==> src/rtl/sram_ctrl_pkg.sv <==
package sram_ctrl_pkg;

  typedef enum logic [2:0] {
    ST_IDLE,
    ST_TURN,
    ST_RD,
    ST_WSETUP,
    ST_WPULSE,
    ST_WREL,
    ST_WHOLD
  } ctrl_state_t;

  typedef struct packed {
    logic loadReq;
    logic capRd;
    logic ceN;
    logic weN;
    logic oeN;
    logic drive;
  } strobe_t;

  function automatic int nsToCycles(input int limitPs, input int clkPs);
    int c;
    c = (limitPs + clkPs - 1) / clkPs;
    return (c < 1) ? 1 : c;
  endfunction

endpackage

==> src/rtl/sram_ctrl_fsm.sv <==
module sram_ctrl_fsm
  import sram_ctrl_pkg::*;
#(
  parameter int RD_CYC = 3,
  parameter int WP_CYC = 2,
  parameter int AS_CYC = 1,
  parameter int DH_CYC = 1,
  parameter int TA_CYC = 1,
  parameter int CNT_W  = 2
) (
  input  logic    clk,
  input  logic    rst,
  input  logic    reqValid,
  input  logic    reqWrite,
  output logic    reqReady,
  output strobe_t strobe
);

  ctrl_state_t state, stateNext;
  logic [CNT_W-1:0] cnt, cntNext;
  logic pendWrite, pendWriteNext;
  logic lastWrite, lastWriteNext;
  logic haveLast, haveLastNext;
  logic capRd;

  always_comb begin
    stateNext     = state;
    cntNext       = cnt;
    pendWriteNext = pendWrite;
    lastWriteNext = lastWrite;
    haveLastNext  = haveLast;
    capRd         = 1'b0;
    case (state)
      ST_IDLE: begin
        if (reqValid) begin
          pendWriteNext = reqWrite;
          if (haveLast && (lastWrite != reqWrite)) begin
            stateNext = ST_TURN;
            cntNext   = CNT_W'(TA_CYC - 1);
          end else if (reqWrite) begin
            stateNext = ST_WSETUP;
            cntNext   = CNT_W'(AS_CYC - 1);
          end else begin
            stateNext = ST_RD;
            cntNext   = CNT_W'(RD_CYC - 1);
          end
        end
      end
      ST_TURN: begin
        if (cnt == '0) begin
          if (pendWrite) begin
            stateNext = ST_WSETUP;
            cntNext   = CNT_W'(AS_CYC - 1);
          end else begin
            stateNext = ST_RD;
            cntNext   = CNT_W'(RD_CYC - 1);
          end
        end else begin
          cntNext = cnt - 1'b1;
        end
      end
      ST_RD: begin
        if (cnt == '0) begin
          capRd         = 1'b1;
          stateNext     = ST_IDLE;
          lastWriteNext = 1'b0;
          haveLastNext  = 1'b1;
        end else begin
          cntNext = cnt - 1'b1;
        end
      end
      ST_WSETUP: begin
        if (cnt == '0) begin
          stateNext = ST_WPULSE;
          cntNext   = CNT_W'(WP_CYC - 1);
        end else begin
          cntNext = cnt - 1'b1;
        end
      end
      ST_WPULSE: begin
        if (cnt == '0) stateNext = ST_WREL;
        else           cntNext   = cnt - 1'b1;
      end
      ST_WREL: begin
        stateNext = ST_WHOLD;
        cntNext   = CNT_W'(DH_CYC - 1);
      end
      ST_WHOLD: begin
        if (cnt == '0) begin
          stateNext     = ST_IDLE;
          lastWriteNext = 1'b1;
          haveLastNext  = 1'b1;
        end else begin
          cntNext = cnt - 1'b1;
        end
      end
      default: stateNext = ST_IDLE;
    endcase
  end

  always_comb begin
    strobe.loadReq = (state == ST_IDLE) && reqValid;
    strobe.capRd   = capRd;
    strobe.ceN     = !((stateNext == ST_RD) || (stateNext == ST_WPULSE));
    strobe.weN     = (stateNext != ST_WPULSE);
    strobe.oeN     = (stateNext != ST_RD);
    strobe.drive   = (stateNext == ST_WPULSE) || (stateNext == ST_WREL) ||
                     (stateNext == ST_WHOLD);
  end

  assign reqReady = (state == ST_IDLE);

  always_ff @(posedge clk) begin
    if (rst) begin
      state     <= ST_IDLE;
      cnt       <= '0;
      pendWrite <= 1'b0;
      lastWrite <= 1'b0;
      haveLast  <= 1'b0;
    end else begin
      state     <= stateNext;
      cnt       <= cntNext;
      pendWrite <= pendWriteNext;
      lastWrite <= lastWriteNext;
      haveLast  <= haveLastNext;
    end
  end

endmodule

==> src/rtl/sram_ctrl_datapath.sv <==
module sram_ctrl_datapath
  import sram_ctrl_pkg::*;
#(
  parameter int ADDR_W = 21,
  parameter int DATA_W = 8
) (
  input  logic              clk,
  input  logic              rst,
  input  strobe_t           strobe,
  input  logic [ADDR_W-1:0] reqAddr,
  input  logic [DATA_W-1:0] reqWdata,
  input  logic [DATA_W-1:0] memDqIn,
  output logic [ADDR_W-1:0] memAddr,
  output logic [DATA_W-1:0] memDqOut,
  output logic              memDqDrive,
  output logic              memCeN,
  output logic              memWeN,
  output logic              memOeN,
  output logic              rdValid,
  output logic [DATA_W-1:0] rdData
);

  always_ff @(posedge clk) begin
    if (rst) begin
      memAddr    <= '0;
      memDqOut   <= '0;
      memDqDrive <= 1'b0;
      memCeN     <= 1'b1;
      memWeN     <= 1'b1;
      memOeN     <= 1'b1;
      rdValid    <= 1'b0;
      rdData     <= '0;
    end else begin
      if (strobe.loadReq) begin
        memAddr  <= reqAddr;
        memDqOut <= reqWdata;
      end
      if (strobe.capRd) rdData <= memDqIn;
      rdValid    <= strobe.capRd;
      memCeN     <= strobe.ceN;
      memWeN     <= strobe.weN;
      memOeN     <= strobe.oeN;
      memDqDrive <= strobe.drive;
    end
  end

endmodule

==> src/rtl/sram_bus_ctrl.sv <==
module sram_bus_ctrl
  import sram_ctrl_pkg::*;
#(
  parameter int ADDR_W     = 21,
  parameter int DATA_W     = 8,
  parameter int CLK_PS     = 4000,
  parameter int T_ACCESS_PS = 10000,
  parameter int T_PULSE_PS = 8000,
  parameter int T_ASETUP_PS = 1,
  parameter int T_DHOLD_PS = 1,
  parameter int T_TURN_PS  = 4000
) (
  input  logic              clk,
  input  logic              rst,
  input  logic              reqValid,
  output logic              reqReady,
  input  logic              reqWrite,
  input  logic [ADDR_W-1:0] reqAddr,
  input  logic [DATA_W-1:0] reqWdata,
  output logic              rdValid,
  output logic [DATA_W-1:0] rdData,
  output logic [ADDR_W-1:0] memAddr,
  output logic              memCeN,
  output logic              memWeN,
  output logic              memOeN,
  output logic [DATA_W-1:0] memDqOut,
  output logic              memDqDrive,
  input  logic [DATA_W-1:0] memDqIn
);

  localparam int RD_CYC = nsToCycles(T_ACCESS_PS, CLK_PS);
  localparam int WP_CYC = nsToCycles(T_PULSE_PS, CLK_PS);
  localparam int AS_CYC = nsToCycles(T_ASETUP_PS, CLK_PS);
  localparam int DH_CYC = nsToCycles(T_DHOLD_PS, CLK_PS);
  localparam int TA_CYC = nsToCycles(T_TURN_PS, CLK_PS);
  localparam int MAX_A  = (RD_CYC > WP_CYC) ? RD_CYC : WP_CYC;
  localparam int MAX_B  = (AS_CYC > DH_CYC) ? AS_CYC : DH_CYC;
  localparam int MAX_C  = (MAX_A > MAX_B) ? MAX_A : MAX_B;
  localparam int MAX_CYC = (MAX_C > TA_CYC) ? MAX_C : TA_CYC;
  localparam int CNT_W  = (MAX_CYC > 1) ? $clog2(MAX_CYC) : 1;

  strobe_t strobe;

  sram_ctrl_fsm #(
    .RD_CYC(RD_CYC), .WP_CYC(WP_CYC), .AS_CYC(AS_CYC),
    .DH_CYC(DH_CYC), .TA_CYC(TA_CYC), .CNT_W(CNT_W)
  ) u_fsm (
    .clk(clk), .rst(rst), .reqValid(reqValid), .reqWrite(reqWrite),
    .reqReady(reqReady), .strobe(strobe)
  );

  sram_ctrl_datapath #(.ADDR_W(ADDR_W), .DATA_W(DATA_W)) u_dp (
    .clk(clk), .rst(rst), .strobe(strobe), .reqAddr(reqAddr),
    .reqWdata(reqWdata), .memDqIn(memDqIn), .memAddr(memAddr),
    .memDqOut(memDqOut), .memDqDrive(memDqDrive), .memCeN(memCeN),
    .memWeN(memWeN), .memOeN(memOeN), .rdValid(rdValid), .rdData(rdData)
  );

endmodule

==> config.mk <==
export PLATFORM = sky130hd
export DESIGN_NAME = sram_bus_ctrl
export DESIGN_NICKNAME = d
export VERILOG_FILES = /design/src/rtl/sram_ctrl_pkg.sv /design/src/rtl/sram_ctrl_fsm.sv /design/src/rtl/sram_ctrl_datapath.sv /design/src/rtl/sram_bus_ctrl.sv
export SDC_FILE = /design/constraint.sdc
export NUM_CORES = 1
export LEC_CHECK = 0
export BUFFER_PORTS_ARGS = -buffer_cell sky130_fd_sc_hd__clkbuf_2
export CAP_MARGIN = 20
export CORE_MARGIN = 4
export CORE_UTILIZATION = 50
export CTS_CLUSTER_DIAMETER = 50
export DETAILED_ROUTE_END_ITERATION = 8
export PLACE_DENSITY = 0.83
export SETUP_SLACK_MARGIN = 0.02
export SLEW_MARGIN = 20
export SYNTH_ARGS = -nofsm -noshare
export SYNTH_HDL_FRONTEND = slang
export SYNTH_SLANG_ARGS = --single-unit
==> constraint.sdc <==
create_clock -name clk -period 2.6 [get_ports clk]
set_input_delay 0.13 -clock clk [delete_from_list [all_inputs] [get_ports clk]]
set_output_delay 0.13 -clock clk [all_outputs]
set_load 0.02 [all_outputs]
# --- Yosys cells after proc, flatten, opt, wreduce, memory -nomap -nowiden ---
# Index checks and enable logic that the tools add are counted.
totals:
  elab_cells: 69
  in_bits: 41
  register_bits: 50
  output_inout_bits: 43
op_classes:
  reduce_logical: 16
  n_eq_ne: 17
  n_mux: 22
  n_addsub: 1
op_table:
  columns: ["cell", "count"]
  rows:
  - ["3-bit equality test (second input constant)", 6]
  - ["3-bit two-way mux", 6]
  - ["3-bit one-hot mux with 6 select lines", 1]
  - ["2-bit two-way mux", 7]
  - ["2-bit one-hot mux with 5 select lines", 1]
  - ["3-bit by 2-bit equality test with 1-bit output (second input constant)", 3]
  - ["1-bit two-way mux", 6]
  - ["3-bit AND reduction", 2]
  - ["5-bit nonzero test", 1]
  - ["2-bit by 1-bit != test with 1-bit output (second input constant)", 2]
  - ["2-bit != test (second input constant)", 2]
  - ["2-bit AND reduction", 2]
  - ["3-bit by 1-bit equality test with 1-bit output (second input constant)", 1]
  - ["3-bit logical NOT", 1]
  - ["1-bit logical OR", 3]
  - ["3-bit by 2-bit != test with 1-bit output (second input constant)", 1]
  - ["3-bit != test (second input constant)", 1]
  - ["3-bit OR reduction", 1]
  - ["1-bit logical AND", 2]
  - ["2-bit logical NOT", 1]
  - ["1-bit one-hot mux with 2 select lines", 1]
  - ["2-bit nonzero test", 1]
  - ["2-bit OR reduction", 1]
  - ["2-bit by 1-bit subtractor with 2-bit output (second input constant)", 1]
  - ["2 further kinds", 2]

# --- Longest topological paths before layout ---
logic_depth:
  depth_word: 8
  depth_mapped: 6
  depth_no_buf: 6

# --- Cells and area by module ---
# Synthesis repeated with hierarchy kept, for this count alone.
hier_totals:
  cells_unflattened: 209
  hier_area_um2: 2047.0
modules_own_cells:
  columns: ["mod", "area_each_um2", "cells_each", "instances"]
  rows:
  - ["sram_ctrl_datapath", 1446.4, 130, 1]
  - ["sram_ctrl_fsm", 600.6, 79, 1]

# --- Least setup slack after synthesis ---
# OpenSTA, ideal clock, no wires.
synth_timing:
  path_kind: "flip-flop to flip-flop"
  from: "register u_fsm.cnt[0]"
  to: "register u_fsm.cnt[1]"
  period_less_slack_ps: 1624
  setup_ps: 96
  path_slack_ps: 976
  t_arrival_ps: 1528
  path_buffers: 0
  stages_incl_launch_ff: 7
  cell_sequence: "dfxtp_1 -> inv_1 -> ha_1 -> or4b_1 -> o21ai_1 -> a221oi_1 -> o41ai_2"
synth_via:
  elab_chain_len: 3
  elab_cells_between_ends: 8
  cone_classes: "add/sub (1); eq/ne (1); mux (4); reduce/logical (2)"
synth_rtl:
  columns: ["item", "line_no", "text"]
  rows:
  - ["from (decl)", "sram_ctrl_fsm.sv:20", "logic [CNT_W-1:0] cnt, cntNext;"]
  - ["from (signal assigned)", "sram_ctrl_fsm.sv:122", "cnt <= cntNext;"]
  - ["2-bit by 1-bit subtractor with 2-bit output / 2-bit logical NOT (equally long branches)", null, null]
  - ["2-bit two-way mux (tied with other cells)", "sram_ctrl_fsm.sv:63, sram_ctrl_fsm.sv:81, sram_ctrl_fsm.sv:89", null]
  - ["2-bit one-hot mux with 5 select lines / 3-bit AND reduction (equally long branches)", null, null]
# Parallel ways exist; a longest one is shown, timed or not. The select of a mux whose other input is x is not followed.
# A chain may end at the register's enable or synchronous reset.

# --- Worst setup path in the final report ---
# Ends and elaborated chain as after synthesis.

==> impl_results.md <==
- Status: completed
- Clock Root Buffer: clkbuf_8
- Least-Margin Pin Slew: 934 ps
- Num CTS Buffers: 5
- GRT overflow: 0
- Max transition margin: 37.7%
- Post-route ant nets: 0
- Vias in the first global route: 1637
- Kind of critical path: flop to flop
- Final hold slack: 44.0 ps
- Startpoint Class: flop
- Leak: between 1 and 1.5 nW
- Die W: 71.4 um
- Clk_lat worst skew: 290 ps
- Placed Instances: 364
- Peak Freq: about 570 MHz
- Sequential share of the synthesized area: 49.8%
- Pre-Repair DR Iteration Count: 4
- Tot GR Track Use: between 10% and 20%
- Full die area: between 5000 and 6000 um^2
- Setup_tns: 0 ps
- Max-slew violations: 0
- Die height: just over 70 um
- Dpl hpwl: 3200 um
- Power Density: around 780 nW/um^2
- Gate Count Post-Synth: 248
- Syn_area_per_cell: 8.11 um^2
- Post-CTS sizing: 0
- Area grow syn2layout: 26.5%
- CP Data Arrival Time: 1950 ps
- CP required: 2800 ps
- Post-synthesis register bit count: 50
- Layout cells sized above 1: between 20 and 30%
- DR vias/cell: around 5
- IO Count: between 80 and 90
- TritonCTS clock tree: yes
- Setup Skew: 7.52 ps
- GPL Wtd Cong: 0.780
- Core Rows: 22
- Crit path time final: 1750 ps
- Post-layout total power: around 2.0 mW
- CTS Sinks: 50
- RSZ-0062 raised after global routing: false
- Leading cell types in the layout, fill and taps excluded: 83 x clkbuf_2, 78 x nand2_1, 50 x dfxtp_1
- Worst-path clk slew: 90 ps
- Cell Count, Final, Fillers Out: between 300 and 400
- Commonest non-fill, non-tap cell in the layout: clkbuf_2
- Unique masters post-synth: 35
- Max Cap Viol: 0
- Critical path fanouts, max: 7
- Max VDD drop: 423 uV
- DRC violations left: 0
- Nets: 368
- Global-route wire length before repair: between 7000 and 8000 um
- Yosys warnings: 0
- Hold Crit Class: primary input to flop
- WL/cell: 11.9 um
- Vias: 1876
- DR iter-0 viols: 95
- # hold bufs at CTS: 0
- Crit path capture type: flop
- Syn_nets: 293
- Setup Fix Bufs, Post-CTS: 0
- Port Buf Inserts: 83
- Clock buffer depth: 2
- Pin count of the biggest net entering global routing: 50
- PnR worst setup slack: about 850 ps
- Starting Density: between 50% and 60%
- Final Hold Violating Endpoints: 0
- Ant diodes: 0
- Pre-CTS WS: 879 ps
- Initial antenna violation count: 0
- Synthesized area: just over 2000 um^2
- Post-Route WL: around 4400 um
- Final Setup Violations: 0
- Final worst-path cycle share: 67.3%
- CORE AREA: 3770 um^2
- CTS H-Tree Depth: 2
-- per-layer routing --
layer	up-vias	global-route usage, %	part of all wire (%)
met1	835	22.9	44
met5	-	0	0
met4	0	4.80	0.66
met2	67	27.8	47
li1	970	-	-
met3	4	4.91	7.9
-- cell families (layout without fill, tap and decap cells) --
kind of cell             Yosys count  count (layout)  synth area share [%]
XOR/XNOR                           1               1                 0.436
AND/OR/NAND/NOR                  110             110                  24.8
buffers and inverters             22              98                  4.85
multiplexers                       2               2                 0.996
AO/OA/AOI/OAI                     59              59                  16.7
flip-flops                        50              50                  49.8
adder cells (fa/ha/maj)            4               4                  2.49
-- through the flow --
step / util, % / area (um^2)
2_1_floorplan: - / 2010
3_3_place_gp: 64.5 / 2430
3_5_place_dp: 64.5 / 2430
4_1_cts: 67.5 / 2540
5_1_grt: 67.5 / 2540
6_report: 67.5 / 2540
-- layout make-up --
cell class,count,area [um^2]
multi-input cells,176,921
clock buffers,5,68.8
well taps,48,60.1
flip-flops and latches,50,1000
inverters,5,18.8
fillers,309,1230
clock inverters,3,43.8
repair buffers,85,430
-- worst max-delay path: stages (launching register included) --
cell	delay [ps]
dfxtp_1	360
inv_1	100
ha_1	280
or4b_1	470
o21ai_1	90
a221oi_1	100
o41ai_2	260
-- registers in the layout (all words and copies together) (netlist names) --
| signal | count |
|---|---|
| u_dp.memAddr | 21 |
| u_dp.memCeN | 1 |
| u_dp.memDqDrive | 1 |
| u_dp.memDqOut | 8 |
| u_dp.memOeN | 1 |
| u_dp.memWeN | 1 |
| u_dp.rdData | 8 |
| u_dp.rdValid | 1 |
| u_fsm.cnt | 2 |
| u_fsm.haveLast | 1 |
| u_fsm.lastWrite | 1 |
| u_fsm.pendWrite | 1 |
| u_fsm.state | 3 |
-- final timing paths --
kind | slack, ps | from | cells after the start | endpoint
min reg2reg | 460 | u_dp.memDqOut[2]$_SDFFE_PP0P_ | 2 | u_dp.memDqOut[2]$_SDFFE_PP0P_
min | 40 | reqAddr[20] | 3 | u_dp.memAddr[20]$_SDFFE_PP0P_
max reg2reg | 850 | u_fsm.cnt[0]$_SDFFE_PP0P_ | 6 | u_fsm.cnt[1]$_SDFFE_PP0P_
max | 850 | u_fsm.cnt[0]$_SDFFE_PP0P_ | 6 | u_fsm.cnt[1]$_SDFFE_PP0P_
-- Yosys cell counts (all sizes together) --
library cell	count	area share [%]
nand2	78	15
dfxtp	50	50
a21oi	45	11
clkbuf	10	1.9
nor2	8	1.5
buf	7	2.1
o21ai	6	1.5
inv	5	0.93
ha	4	2.5
nand2b	4	1.2
nor3	3	1.0
nor3b	3	1.1
mux2i	2	1.0
nand3	2	0.50
nand3b	2	0.75
nor2b	2	0.62
or4b	2	1.0
a211oi	1	0.37
a221oi	1	0.44
a2bb2oi	1	0.44
and3	1	0.31
and3b	1	0.44
nand4	1	0.31
nor4	1	0.31
nor4b	1	0.75
o211a	1	0.50
o211ai	1	0.62
o21a	1	0.37
o2bb2ai	1	0.44
o41ai	1	0.81
or4	1	0.37
xnor2	1	0.44
-- report_power, final --
part           total, mW  switching [mW]  internal [mW]
clock              0.534           0.245          0.288
sequential         0.918          0.0660          0.852
combinational      0.533           0.335          0.198
Power figures use the tool's default switching activity.
